===== src/rtl/pwl_pkg.sv =====
package pwl_pkg;

  typedef enum logic {
    PATH_CURVE  = 1'b0,
    PATH_LINEAR = 1'b1
  } path_e;

  function automatic int ext_width(input int in_w, input int sh_max);
    return in_w + sh_max;
  endfunction

  function automatic int sel_width(input int sh_max);
    return (sh_max < 2) ? 1 : $clog2(sh_max + 1);
  endfunction

endpackage


===== src/rtl/pwl_prescale.sv =====
module pwl_prescale #(
  parameter int IN_W   = 12,
  parameter int SH_MAX = 3,
  parameter int SH_W   = 2,
  parameter int EXT_W  = 15
) (
  input  logic [IN_W-1:0]  acc,
  input  logic [SH_W-1:0]  sh,
  output logic [EXT_W-1:0] z
);
  logic [SH_W-1:0] sh_eff;
  logic [SH_W:0][EXT_W-1:0] stg;

  // amounts beyond the supported range are clamped
  assign sh_eff = (sh > SH_W'(SH_MAX)) ? SH_W'(SH_MAX) : sh;
  assign stg[0] = {{(EXT_W-IN_W){acc[IN_W-1]}}, acc};

  // logarithmic barrel shifter, one stage per select bit
  for (genvar i = 0; i < SH_W; i++) begin : g_stage
    assign stg[i+1] = sh_eff[i] ? (stg[i] << (2**i)) : stg[i];
  end

  assign z = stg[SH_W];
endmodule


===== src/rtl/pwl_fold.sv =====
module pwl_fold #(
  parameter int EXT_W = 15
) (
  input  logic [EXT_W-1:0] z,
  output logic [EXT_W-1:0] mag,
  output logic             neg
);
  localparam logic [EXT_W-1:0] UNIT = EXT_W'(1);

  assign neg = z[EXT_W-1];
  // magnitude is unsigned, so the most negative value still fits
  assign mag = neg ? (~z + UNIT) : z;
endmodule


===== src/rtl/pwl_segment.sv =====
module pwl_segment #(
  parameter int EXT_W = 15,
  parameter int FRAC  = 7,
  parameter int SEGS  = 6
) (
  input  logic [EXT_W-1:0] mag,
  output logic [FRAC:0]    pos_val,
  output logic             sat
);
  localparam int KW = EXT_W - (FRAC - 1);
  localparam int VW = FRAC + 1;
  localparam logic [VW-1:0] ONE = VW'(1) << FRAC;

  logic [KW-1:0]           kidx;
  logic [FRAC-2:0]         rem;
  logic [SEGS-1:0]         hit;
  logic [SEGS-1:0][VW-1:0] lane;

  // each piece spans half a unit: 2^(FRAC-1) input codes
  assign kidx = mag[EXT_W-1:FRAC-1];
  assign rem  = mag[FRAC-2:0];
  assign sat  = (kidx >= KW'(SEGS));

  for (genvar k = 0; k < SEGS; k++) begin : g_lane
    localparam logic [VW-1:0] BASE = ONE - (ONE >> k);
    assign hit[k]  = (kidx == KW'(k));
    assign lane[k] = BASE + ({2'b00, rem} >> k);
  end

  always_comb begin
    pos_val = '0;
    for (int k = 0; k < SEGS; k++) begin
      pos_val = pos_val | (lane[k] & {VW{hit[k]}});
    end
  end
endmodule


===== src/rtl/pwl_unfold.sv =====
module pwl_unfold #(
  parameter int FRAC  = 7,
  parameter int OUT_W = 8
) (
  input  logic [FRAC:0]    pos_val,
  input  logic             sat,
  input  logic             neg,
  output logic [OUT_W-1:0] code
);
  localparam int OUT_FRAC = OUT_W - 1;
  localparam int DROP = FRAC - OUT_FRAC;
  localparam logic [OUT_W-1:0] CODE_MAX = {1'b0, {OUT_FRAC{1'b1}}};
  localparam logic [OUT_W-1:0] CODE_MIN = {1'b1, {OUT_FRAC{1'b0}}};

  logic [OUT_W-1:0] pos_code;

  assign pos_code = pos_val[FRAC:DROP];

  always_comb begin
    if (sat)      code = neg ? CODE_MIN : CODE_MAX;
    else if (neg) code = ~pos_code + OUT_W'(1);
    else          code = pos_code;
  end
endmodule


===== src/rtl/pwl_sigmoid.sv =====
module pwl_sigmoid #(
  parameter int IN_W   = 12,
  parameter int FRAC   = 7,
  parameter int OUT_W  = 8,
  parameter int SH_MAX = 3,
  parameter int SEGS   = 6,
  localparam int SH_W  = pwl_pkg::sel_width(SH_MAX),
  localparam int EXT_W = pwl_pkg::ext_width(IN_W, SH_MAX)
) (
  input  logic             in_valid,
  output logic             in_ready,
  input  logic [IN_W-1:0]  acc_in,
  input  logic [SH_W-1:0]  post_shift,
  input  logic             linear_mode,
  output logic             out_valid,
  input  logic             out_ready,
  output logic [EXT_W-1:0] y_word
);
  import pwl_pkg::*;

  localparam int DROP = FRAC - (OUT_W - 1);

  logic [EXT_W-1:0] z;
  logic [EXT_W-1:0] mag;
  logic             neg;
  logic [FRAC:0]    pos_val;
  logic             sat;
  logic [OUT_W-1:0] code;
  logic [EXT_W-1:0] act_ext;
  path_e            path;

  assign out_valid = in_valid;
  assign in_ready  = out_ready;

  pwl_prescale #(.IN_W(IN_W), .SH_MAX(SH_MAX), .SH_W(SH_W), .EXT_W(EXT_W)) u_pre (
    .acc(acc_in), .sh(post_shift), .z(z)
  );

  pwl_fold #(.EXT_W(EXT_W)) u_fold (.z(z), .mag(mag), .neg(neg));

  pwl_segment #(.EXT_W(EXT_W), .FRAC(FRAC), .SEGS(SEGS)) u_seg (
    .mag(mag), .pos_val(pos_val), .sat(sat)
  );

  pwl_unfold #(.FRAC(FRAC), .OUT_W(OUT_W)) u_unf (
    .pos_val(pos_val), .sat(sat), .neg(neg), .code(code)
  );

  assign act_ext = {{(EXT_W-OUT_W){code[OUT_W-1]}}, code} << DROP;
  assign path    = path_e'(linear_mode);
  assign y_word  = (path == PATH_LINEAR) ? z : act_ext;
endmodule


===== config.mk =====
export PLATFORM = sky130hd
export DESIGN_NAME = pwl_sigmoid
export DESIGN_NICKNAME = d
export VERILOG_FILES = /design/src/rtl/pwl_pkg.sv /design/src/rtl/pwl_prescale.sv /design/src/rtl/pwl_fold.sv /design/src/rtl/pwl_segment.sv /design/src/rtl/pwl_unfold.sv /design/src/rtl/pwl_sigmoid.sv
export SDC_FILE = /design/constraint.sdc
export NUM_CORES = 1
export LEC_CHECK = 0
export BUFFER_PORTS_ARGS = -buffer_cell sky130_fd_sc_hd__buf_2
export CORE_MARGIN = 5
export CORE_UTILIZATION = 59
export DETAILED_ROUTE_END_ITERATION = 6
export PLACE_DENSITY = 0.85
export SLEW_MARGIN = 30
export SYNTH_ARGS = -nofsm -noshare
export SYNTH_HDL_FRONTEND = slang
export SYNTH_SLANG_ARGS = --single-unit

===== constraint.sdc =====
create_clock -name vclk -period 9.28
set_clock_uncertainty 0.1 [all_clocks]
set_input_delay 1.856 -clock vclk [all_inputs]
set_output_delay 1.856 -clock vclk [all_outputs]
set_load 0.03 [all_outputs]

### Yosys cells after proc, flatten, opt, wreduce, memory -nomap -nowiden

Cells that the tools add are included.

* register bits: 0

* $lt $le $gt $ge: 2
* reductions and logical operators: 1
* multiplexer cells: 8
* eq/ne operators: 5
* add/subtract/negate cells: 7
* bitwise logic cells: 13

Operators by type and width (number)
* 8-bit AND: 5
* 8-bit bitwise OR: 5
* 15-bit 2-to-1 mux: 2
* 8-bit 2-to-1 mux: 3
* 9-bit by 2-bit equality test with 1-bit output, second input constant: 2
* 9-bit by 3-bit equality test with 1-bit output, second input constant: 2
* 15-bit by 1-bit adder with 15-bit output, second input constant: 1
* 15-bit NOT: 1
* 14-bit 2-to-1 mux: 1
* 12-bit 2-to-1 mux: 1
* 9-bit by 1-bit equality test with 1-bit output, second input constant: 1
* 9-bit by 3-bit >= comparator with 1-bit output, second input constant: 1
* 9-bit logical NOT: 1
* 7-bit by 1-bit adder with 8-bit output, first input constant: 1
* 7-bit by 2-bit adder with 8-bit output, first input constant: 1
* 7-bit by 3-bit adder with 8-bit output, first input constant: 1
* 7-bit by 4-bit adder with 8-bit output, first input constant: 1
* 7-bit by 5-bit adder with 8-bit output, first input constant: 1
* 8-bit by 1-bit adder with 8-bit output, second input constant: 1
* 6-bit by 8-bit AND with 8-bit output: 1
* 8-bit NOT: 1
* 2-bit greater-than comparator, second input constant: 1
* 2-bit 2-to-1 mux: 1

### Longest topological paths before layout

Gate-level depths: netlist of run 1.

* word-level depth: 19
* depth in mapped cells: 20
* mapped depth without buffers: 17

### By module

Synthesis of run 1 repeated with hierarchy kept, for this count alone.

* cell total of the unflattened synthesis: 181
* area, all modules: 1430.1 µm²

Modules (own cells, without submodules)
* pwl_fold: seq. area each 0.0 µm², cells each 43, area an instance 331.6 µm², instances 1
* pwl_prescale: seq. area each 0.0 µm², cells each 34, area an instance 309.0 µm², instances 1
* pwl_segment: seq. area each 0.0 µm², cells each 43, area an instance 280.3 µm², instances 1
* pwl_unfold: seq. area each 0.0 µm², cells each 42, area an instance 256.5 µm², instances 1
* pwl_sigmoid: seq. area each 0.0 µm², cells each 19, area an instance 252.7 µm², instances 1

### Worst setup path after synthesis of run 1

No wires, ideal clock.

* path type: input-to-output
* start: input post_shift[0]
* end: output y_word[6]
* stages: 19
* required time: 7.324 ns
* arrival time: 6.219 ns
* setup slack: 1.105 ns
* cells stage by stage: buf_4 clkbuf_1 mux2_2 nand2_1 ha_1 nor4b_1 o211ai_1 or4_1 a31oi_1 or4_1 buf_2 nor2_1 a21o_1 inv_1 ha_1 inv_1 nor4_1 mux2_2 a221oi_2

* word-level cells in the longest chain between the ends: 19

Ends and longest elaborated chain
* start: declaration: RTL line pwl_sigmoid.sv:13 `input logic [SH_W-1:0] post_shift,`
* 2-bit greater-than comparator: RTL line pwl_prescale.sv:15 `assign sh_eff = (sh > SH_W'(SH_MAX)) ? SH_W'(SH_MAX) : sh;`
* 2-bit 2-to-1 mux *: RTL line pwl_prescale.sv:15
* 12-bit 2-to-1 mux: RTL line pwl_prescale.sv:20 `assign stg[i+1] = sh_eff[i] ? (stg[i] << (2**i)) : stg[i];`
* 14-bit 2-to-1 mux *: RTL line pwl_prescale.sv:20
* 15-bit NOT: RTL line pwl_fold.sv:12 `assign mag = neg ? (~z + UNIT) : z;`
* 15-bit by 1-bit adder with 15-bit output: RTL line pwl_fold.sv:12
* 15-bit 2-to-1 mux: RTL line pwl_fold.sv:12
* 7-bit by 5-bit adder with 8-bit output, or another cell as far along: RTL line pwl_segment.sv:27 `assign lane[k] = BASE + ({2'b00, rem} >> k);`
* 8-bit AND / 6-bit by 8-bit AND with 8-bit output (equally long branches): RTL line pwl_segment.sv:33 `pos_val = pos_val | (lane[k] & {VW{hit[k]}});`
* 8-bit bitwise OR (5 in a row): RTL line pwl_segment.sv:33
* 8-bit NOT: RTL line pwl_unfold.sv:21 `else if (neg) code = ~pos_code + OUT_W'(1);`
* 8-bit by 1-bit adder with 8-bit output: RTL line pwl_unfold.sv:21
* 8-bit 2-to-1 mux: RTL line pwl_unfold.sv:21
* 8-bit 2-to-1 mux: RTL line pwl_unfold.sv:20 `if (sat) code = neg ? CODE_MIN : CODE_MAX;`
* 15-bit 2-to-1 mux *: RTL line pwl_sigmoid.sv:51 `assign y_word = (path == PATH_LINEAR) ? z : act_ext;`
* end: declaration: RTL line pwl_sigmoid.sv:17 `output logic [EXT_W-1:0] y_word`

Mark *: on every way between the ends. The rest lies on a longest branch, timed or not.

### Worst setup path after layout of run 1

Ends and elaborated chain as after synthesis.

==> impl_results.md, run 1 <==
* FP Rows at 19
* Ports at 34
* Largest delay contributor family on the critical path: simple AND/OR/NAND/NOR gates
* Worst-path cell with the longest stage delay: or4_1
* Cell with the most instances after synthesis: nor2_1
* Status: finished clean
* Critical path endpoint: y_word[6]
* Synth-to-layout area growth at 6.17%
* Arrival time worst endpoint at 6670 ps
* GP Congestion at 0.909
* Most frequent CP cell: inv_1
* Cells after synthesis at 239
* PortBufs at 30
* CP Data Required Time at 7320 ps
* Startpoint types: input pin
* Initial antenna violation count at 0
* Max Freq at 116 MHz
* Fill cell count at 263
* Max stage delay on crit path at 580 ps
* Largest net degree at the start of global routing at 33
* Critical path depth at 19
* Synth top area cells: mux2i_1 8.8%, mux2_2 6.0%, nor2_1 5.1%
* Minimum clock period at 8630 ps
* RSZ-0062 raised after global routing: no
* Pwr Total at 0.141 mW
* PostCTS Resize Cnt at 0
* Total grt overflow at 0
* Dpl ws at 702 ps
* Buffers & Inverters on Critical Path at 6
* Routed vias/inst at 6.87
* Wire length per cell at 17.1 um
* Vias in the first global route at 1741
* Worst hold path class: input pin to primary output
* Die ar. at 4060 sq um
* Worst Max-Slew Pin Slew at 797 ps
* CP Class: input pin to primary output
* Clock Buffer Count at 0
* Iter 0 DRT Violations at 113
* Die height at 63.7 um
* Warnings, synthesis at 0
* Seq/Total Area, Yosys at 0
* Setup tns final at 0 ps
* Top cell type by total area after synthesis: mux2i_1
* Synth Cell Area at 1700 sq um
* Worst setup EP type: primary output
* Final setup margin at 650 ps
* ANT nets after route at 0
* Hold_buf cts at 0
* Maximum VDD drop at 0.0654 mV
* Via count at 1957
* Synth top area share at 0.0882
* Die width at 63.7 um
* DRT Wirelength at 4860 um
* Dpl hpwl at 3720 um
* Reg area at 0 sq um
* Worst slew margin relative to its limit at 0.465
* Max FO, Critical Path at 23
* Final period util at 0.930
* Distinct cells, synth at 69
* PD cells at 78.0 nW/um^2
* Pleak at 0.734 nW
* HP Start: out_ready
* Effective utilization at floorplan at 0.618
* CORE AREA at 2760 sq um
* Final setup viols at 0
* Layout cell share with drive strength beyond 1 at 0.236
* Worst hold slack at 3610 ps
* Maxcap violations at 0
* Hold violation count in the final report at 0
* Setup repair bufs after CTS at 0
* CP cell instances: buf_2, inv_1, and3_1, inv_1, ha_1, nor4b_1, o211ai_1, or4_1, a31oi_1, or4_1, nor2_1, a21o_1, inv_1, ha_1, inv_1, nor4_1, mux2_2, a221oi_2, buf_2
* Number of diodes at 0
* Post-synth net total at 258
* Global-route wire length before repair at 7900 um
* Gr usage total at 0.224
* Nets at 275
* Commonest cells in the netlist: 23 x nor2_1, 20 x nand2_1, 15 x mux2i_1, 14 x a21oi_1, 11 x inv_1
* Seq cells at 0
* Drt drc at 0
* Avg Cell Area, Syn at 7.13 sq um
* Area of the multi-input gates at 1570 sq um
* Count of TritonRoute iterations in the first routing pass at 5
* Max-slew violation count at 0
* Worst Setup SP: post_shift[0]
power breakdown:
part           switching (mW)  total (mW)  leakage (nW)  internal, mW
combinational          0.0900       0.141         0.734        0.0510
sequential                  0           0             0             0
clock                       0           0             0             0
cell usage in the layout, fill, tap and decap left out, drive strengths merged, types with 4 or more instances in the layout:
master / instances
a2111oi: 4
a21o: 7
a21oi: 15
buf: 30
inv: 11
mux2: 10
mux2i: 17
nand2: 20
nand2b: 6
nand3: 5
nand4: 7
nor2: 23
nor3: 10
nor4: 4
o21a: 6
o21ai: 10
xnor2: 7
final cells by class:
cell class | count | share of cell area
inverter | 12 | 0.0249
tap | 31 | 0.0215
multi-input combinational | 212 | 0.871
timing repair buffer | 30 | 0.0830
worst min-delay path by stage:
stage	endpoint	slack, ps	cells past startpoint
2_1_floorplan	in_ready	3740	1
3_3_place_gp	in_ready	3610	0
3_5_place_dp	in_ready	3610	0
4_1_cts	in_ready	3610	0
5_1_grt	in_ready	3610	0
6_report	in_ready	3610	0
cell families (layout without fill, tap and decap cells):
logic type                 after synthesis  after routing  share of synthesized area
buffers and inverters                   27             42                     0.0757
xor gates and xnor gates                10             10                     0.0669
AOI/OAI and AO/OA                       75             75                      0.338
and+or+nand+nor                         96             96                      0.308
muxes                                   29             29                      0.197
adders and majority gates                2              2                     0.0147
routing by layer:
metal  share of wire  global-route usage
met1            0.44               0.330
met3           0.094              0.0124
met2            0.46               0.364
met4          0.0053              0.0312
met5               0                   0
metrics by stage:
step,utilization,cell area (sq um),cells
2_1_floorplan,-,1700,239
3_3_place_gp,0.656,1810,285
3_5_place_dp,0.656,1810,285
4_1_cts,0.656,1810,285
5_1_grt,0.656,1810,285
6_report,0.656,1810,285
Note: power is estimated with default switching activity, not from simulation.
==> run 2: changes to the inputs <==
--- a/config.mk
+++ b/config.mk
@@ -5,11 +5,11 @@
 export SDC_FILE = /design/constraint.sdc
 export NUM_CORES = 1
 export LEC_CHECK = 0
-export BUFFER_PORTS_ARGS = -buffer_cell sky130_fd_sc_hd__buf_2
 export CORE_MARGIN = 5
-export CORE_UTILIZATION = 59
+export CORE_UTILIZATION = 60
 export DETAILED_ROUTE_END_ITERATION = 6
-export PLACE_DENSITY = 0.85
+export DONT_BUFFER_PORTS = 1
+export PLACE_DENSITY = 0.76
 export SLEW_MARGIN = 30
 export SYNTH_ARGS = -nofsm -noshare
 export SYNTH_HDL_FRONTEND = slang
==> run 2 against run 1 <==
  * Flip-flop and latch count did not move
  * Highest routed layer unchanged
  * Final area is 8.3% lower
  * Via count decreased by 4.5%
  * Critical path depth fell by 2
  * Setup slack improved by 450 ps
  * Global-route usage is 1.1 points higher
  * Power shrank 12%
  * Combinational power is 12% lower
==> impl_results.md, run 2 (synthesis gave the netlist of run 1 again) <==
* Maximum VDD drop at 0.0567 mV
* Hold_buf cts at 0
* Largest net degree at the start of global routing at 33
* Maxcap violations at 0
* Initial antenna violation count at 0
* Busiest grt layer: met2
* Die ar. at 4000 sq um
* Worst-path cell with the longest stage delay: or4_1
* Seq cells at 0
* Comb pwr share at 1.000
* Status: finished clean
* Count of TritonRoute iterations in the first routing pass at 5
* Die width at 63.3 um
* CP Data Required Time at 7320 ps
* Ports at 34
* CP Class: input pin to primary output
* Max Freq at 122 MHz
* Setup repair bufs after CTS at 0
* Startpoint types: input pin
* Routed vias/inst at 7.33
* Dpl ws at 1150 ps
* Hold depth at 0
* DRT Wirelength at 4870 um
* Most frequent cells in the layout: 23 x nor2_1, 20 x nand2_1, 15 x mux2i_1
* Fin cells at 255
* CP cell instances: inv_1, and3_1, inv_1, ha_1, nor4b_1, o211ai_1, or4_1, a31oi_1, or4_1, nor2_1, a21o_1, inv_1, ha_1, inv_1, nor4_1, mux2_2, a221oi_2
* Via count at 1868
* Setup tns final at 0 ps
* Most frequent CP cell: inv_1
* ANT nets after route at 0
* Internal power at 0.0451 mW
* RSZ-0062 raised after global routing: no
* Worst Max-Slew Pin Slew at 801 ps
* Pleak at 0.615 nW
* Final setup viols at 0
* Number of diodes at 0
* Iter 0 DRT Violations at 105
* Fill cell count at 241
* Switching Power at 0.0786 mW
* WHS Endpoint: in_ready
* PD cells at 74.6 nW/um^2
* GP Congestion at 0.951
* Minimum clock period at 8180 ps
* Met2 Resource Use GR at 0.367
* Synth-to-layout area growth at -2.65%
* Critical path depth at 17
* Total grt overflow at 0
* PostCTS Resize Cnt at 0
* Dpl cells at 255
* Arrival time worst endpoint at 6220 ps
* Post-layout util at 0.606
* Wire length per cell at 19.1 um
* Pwr Total at 0.124 mW
* Largest delay contributor family on the critical path: simple AND/OR/NAND/NOR gates
* Die height at 63.3 um
* Final period util at 0.881
* Effective utilization at floorplan at 0.623
* FP Rows at 19
* Worst slew margin relative to its limit at 0.462
* Met1 Usage GRT at 0.330
* Gr usage total at 0.235
* Reg area at 0 sq um
* CORE AREA at 2730 sq um
* Nets at 245
* Hold violation count in the final report at 0
* Buffers & Inverters on Critical Path at 4
* Max stage delay on crit path at 600 ps
* Switching Share at 0.635
* Vias in the first global route at 1718
* Max-slew violation count at 0
* Worst setup EP type: primary output
* Max FO, Critical Path at 23
* Final setup margin at 1100 ps
* Commonest non-fill, non-tap cell in the layout: nor2_1
* Flop pwr share at 0
* Met3 Track Usage GR at 0.0266
* Worst hold path class: input pin to primary output
* Clock Power Share at 0
* Clock Buffer Count at 0
* PortBufs at 0
* Drt drc at 0
* HP Start: out_ready
* Global-route wire length before repair at 8110 um
* Layout cell share with drive strength beyond 1 at 0.134
* Dpl hpwl at 3770 um
run 2: cell count changes in the layout (fill, tap and decap cells not counted):
cell,before,now
buf_2,30,0
run 2: cell type report:
class	instances	area, sq um	area share
Multi-Input combinational cell	212	1570	0.949
Inverter	12	45.0	0.0272
Tap cell	31	38.8	0.0234
run 2: worst max-delay path by stage:
| stage | start | to | slack [ps] |
|---|---|---|---|
| CTS | post_shift[0] | y_word[6] | 1140 |
| global route | post_shift[0] | y_word[6] | 730 |
| detailed placement | post_shift[0] | y_word[6] | 1150 |
| floorplan | post_shift[0] | y_word[6] | 1100 |
| finish | post_shift[0] | y_word[6] | 1100 |
| global placement | post_shift[0] | y_word[6] | 1250 |
run 2: per-stage QoR:
step / instance area, sq um / hold slack [ps]
floorplan: 1700 / 3740
global placement: 1660 / 3610
detailed placement: 1660 / 3610
CTS: 1660 / 3610
global route: 1660 / 3610
finish: 1660 / 3610
run 2: layer usage:
metal	up-vias	wire length, um
met5	-	0
met4	0	149
met3	15	418
met2	108	2270
met1	857	2040
li1	888	-
run 2: power by group through the flow:
stage / Combinational (mW) / Clock (mW) / Sequential [mW]
floorplan: 0.110 / 0 / 0
global placement: 0.121 / 0 / 0
detailed placement: 0.121 / 0 / 0
CTS: 0.121 / 0 / 0
global route: 0.134 / 0 / 0
finish: 0.124 / 0 / 0
==> run 3: changes to the inputs <==
--- a/config.mk
+++ b/config.mk
@@ -13,4 +13,5 @@
 export SLEW_MARGIN = 30
 export SYNTH_ARGS = -nofsm -noshare
 export SYNTH_HDL_FRONTEND = slang
+export SYNTH_HIERARCHICAL = 1
 export SYNTH_SLANG_ARGS = --single-unit
==> run 3 against run 2 <==
  * Count of clock-buffer cells in the layout unchanged
  * Fmax increased by 3.1%
  * Global-route usage decreased by 4.8 points
  * Critical path depth decreased by 5
  * Combinational power decreased by 22%
  * Synthesized cell count decreased by 24%
  * Hold slack about the same
  * Die area decreased by 14%
  * Critical endpoint is now y_word[12]
  * Largest cell class unchanged
==> impl_results.md, run 3 <==
* Post-Synth XOR/XNOR Area at 0.0735
* Cell with the most instances after synthesis: mux2i_1
* Routed vias/inst at 6.79
* Synth Cell Area at 1430 sq um
* RSZ-0062 raised after global routing: no
* Hold_buf cts at 0
* Minimum clock period at 7930 ps
* CP Data Required Time at 7320 ps
* Compound-Gate Fraction of Synth Area at 0.191
* Hold depth at 0
* Global-route wire length before repair at 5410 um
* Status: finished clean
* PostCTS Resize Cnt at 0
* Max Freq at 126 MHz
* Internal power at 0.0392 mW
* Synth Area in Adders at 0.0175
* Worst setup EP type: primary output
* Maximum VDD drop at 0.0456 mV
* Worst slew margin relative to its limit at 0.398
* FP Rows at 17
* Synth top area share at 0.168
* Initial antenna violation count at 0
* Max stage delay on crit path at 710 ps
* Die ar. at 3460 sq um
* Nets at 182
* CORE AREA at 2250 sq um
* CP Class: input pin to primary output
* DRT Wirelength at 3260 um
* Pleak at 0.525 nW
* Wire length per cell at 17.3 um
* Hold violation count in the final report at 0
* Clock Buffer Count at 0
* Dpl hpwl at 2540 um
* Flop pwr share at 0
* GP Congestion at 0.892
* Commonest cells in the netlist: 24 x mux2i_1, 13 x nor2_1, 12 x xnor2_1, 10 x mux2_4
* CP cell instances: mux2i_1, mux2i_1, or4_1, o41ai_2, xnor2_1, nor4_1, nand3_1, a21oi_1, nor4_1, nand3_1, nor3b_1, mux2_2
* Distinct cells, synth at 45
* Synth-to-layout area growth at -8.84%
* Via count at 1284
* Critical path depth at 12
* Worst-path cell with the longest stage delay: or4_1
* Switching Power at 0.0579 mW
* Iter 0 DRT Violations at 72
* ANT nets after route at 0
* Clock Power Share at 0
* Pwr Total at 0.0971 mW
* Setup repair bufs after CTS at 0
* Commonest non-fill, non-tap cell in the layout: mux2i_1
* Avg Cell Area, Syn at 7.90 sq um
* Gr usage total at 0.187
* Dpl cells at 189
* Comb pwr share at 1.000
* Largest family of logic cells by synthesized area: multiplexers
* Number of diodes at 0
* Warnings, synthesis at 6
* Arrival time worst endpoint at 5980 ps
* Fill cell count at 218
* Post-Synth Simple-Gate Area at 0.230
* Seq/Total Area, Yosys at 0
* Top cell type by total area after synthesis: mux2i_1
* Total grt overflow at 0
* Die height at 58.8 um
* Area of the multi-input gates at 1240 sq um
* Post-synth net total at 200
* Largest delay contributor family on the critical path: simple AND/OR/NAND/NOR gates
* PortBufs at 0
* Drt drc at 0
* Largest net degree at the start of global routing at 33
* Max FO, Critical Path at 16
* Switching Share at 0.596
* Vias in the first global route at 1161
* Effective utilization at floorplan at 0.634
* Layout cell share with drive strength beyond 1 at 0.143
* Worst hold path class: input pin to primary output
* Startpoint types: input pin
* Fin cells at 189
* Post-synthesis mux area share at 0.352
* Reg area at 0 sq um
* Final setup viols at 0
* Cells after synthesis at 181
* Die width at 58.8 um
* Synth top area cells: mux2i_1 17%, mux2_4 10%, xnor2_1 7.3%
* Most frequent cells in the layout: 24 x mux2i_1, 13 x nor2_1, 12 x xnor2_1
* Worst Max-Slew Pin Slew at 896 ps
* Count of TritonRoute iterations in the first routing pass at 4
* PD cells at 74.4 nW/um^2
* Ports at 34
* Seq cells at 0
* Setup tns final at 0 ps
* Final period util at 0.855
* Buffers & Inverters on Critical Path at 0
* Max-slew violation count at 0
* Maxcap violations at 0
run 3: kinds of logic (layout without fill, tap and decap cells):
group	count (synthesis)	in the layout
and+or+nand+nor	57	57
muxes	43	43
AOI/OAI and AO/OA	38	38
buffers and inverters	28	8
xor gates and xnor gates	12	12
adders and majority gates	2	2
other	1	1
run 3: final timing paths:
kind | slack [ps] | from | endpoint
setup / recovery | 1350 | post_shift[1] | y_word[12]
hold / removal | 3610 | out_ready | in_ready
run 3: power groups by stage:
stage	Combinational [mW]	Clock (mW)	Sequential, mW
6_report	0.0971	0	0
5_1_grt	0.104	0	0
4_1_cts	0.0960	0	0
3_5_place_dp	0.0953	0	0
3_3_place_gp	0.0937	0	0
2_1_floorplan	0.0961	0	0
run 3: stage by stage:
step | cell area [sq um] | worst slack [ps] | hold WS, ps | utilization
after floorplan | 1430 | 1890 | 3740 | -
after global placement | 1300 | 1480 | 3610 | 0.578
after detailed placement | 1300 | 1370 | 3610 | 0.578
after CTS | 1300 | 1350 | 3610 | 0.578
after global routing | 1300 | 876 | 3610 | 0.578
final | 1300 | 1350 | 3610 | 0.578
run 3: final cells by class:
| cell class | instances | area share |
|---|---|---|
| multi-input combinational | 153 | 0.950 |
| inverter | 8 | 0.0230 |
| tap | 28 | 0.0269 |
run 3: layer usage:
metal / part of all wire / vias up / GRT usage
met3: 0.082 / 2 / 0.0263
met2: 0.45 / 50 / 0.315
li1: - / 618 / -
met1: 0.46 / 614 / 0.261
met5: 0 / - / 0
met4: 0.0043 / 0 / 0.0162
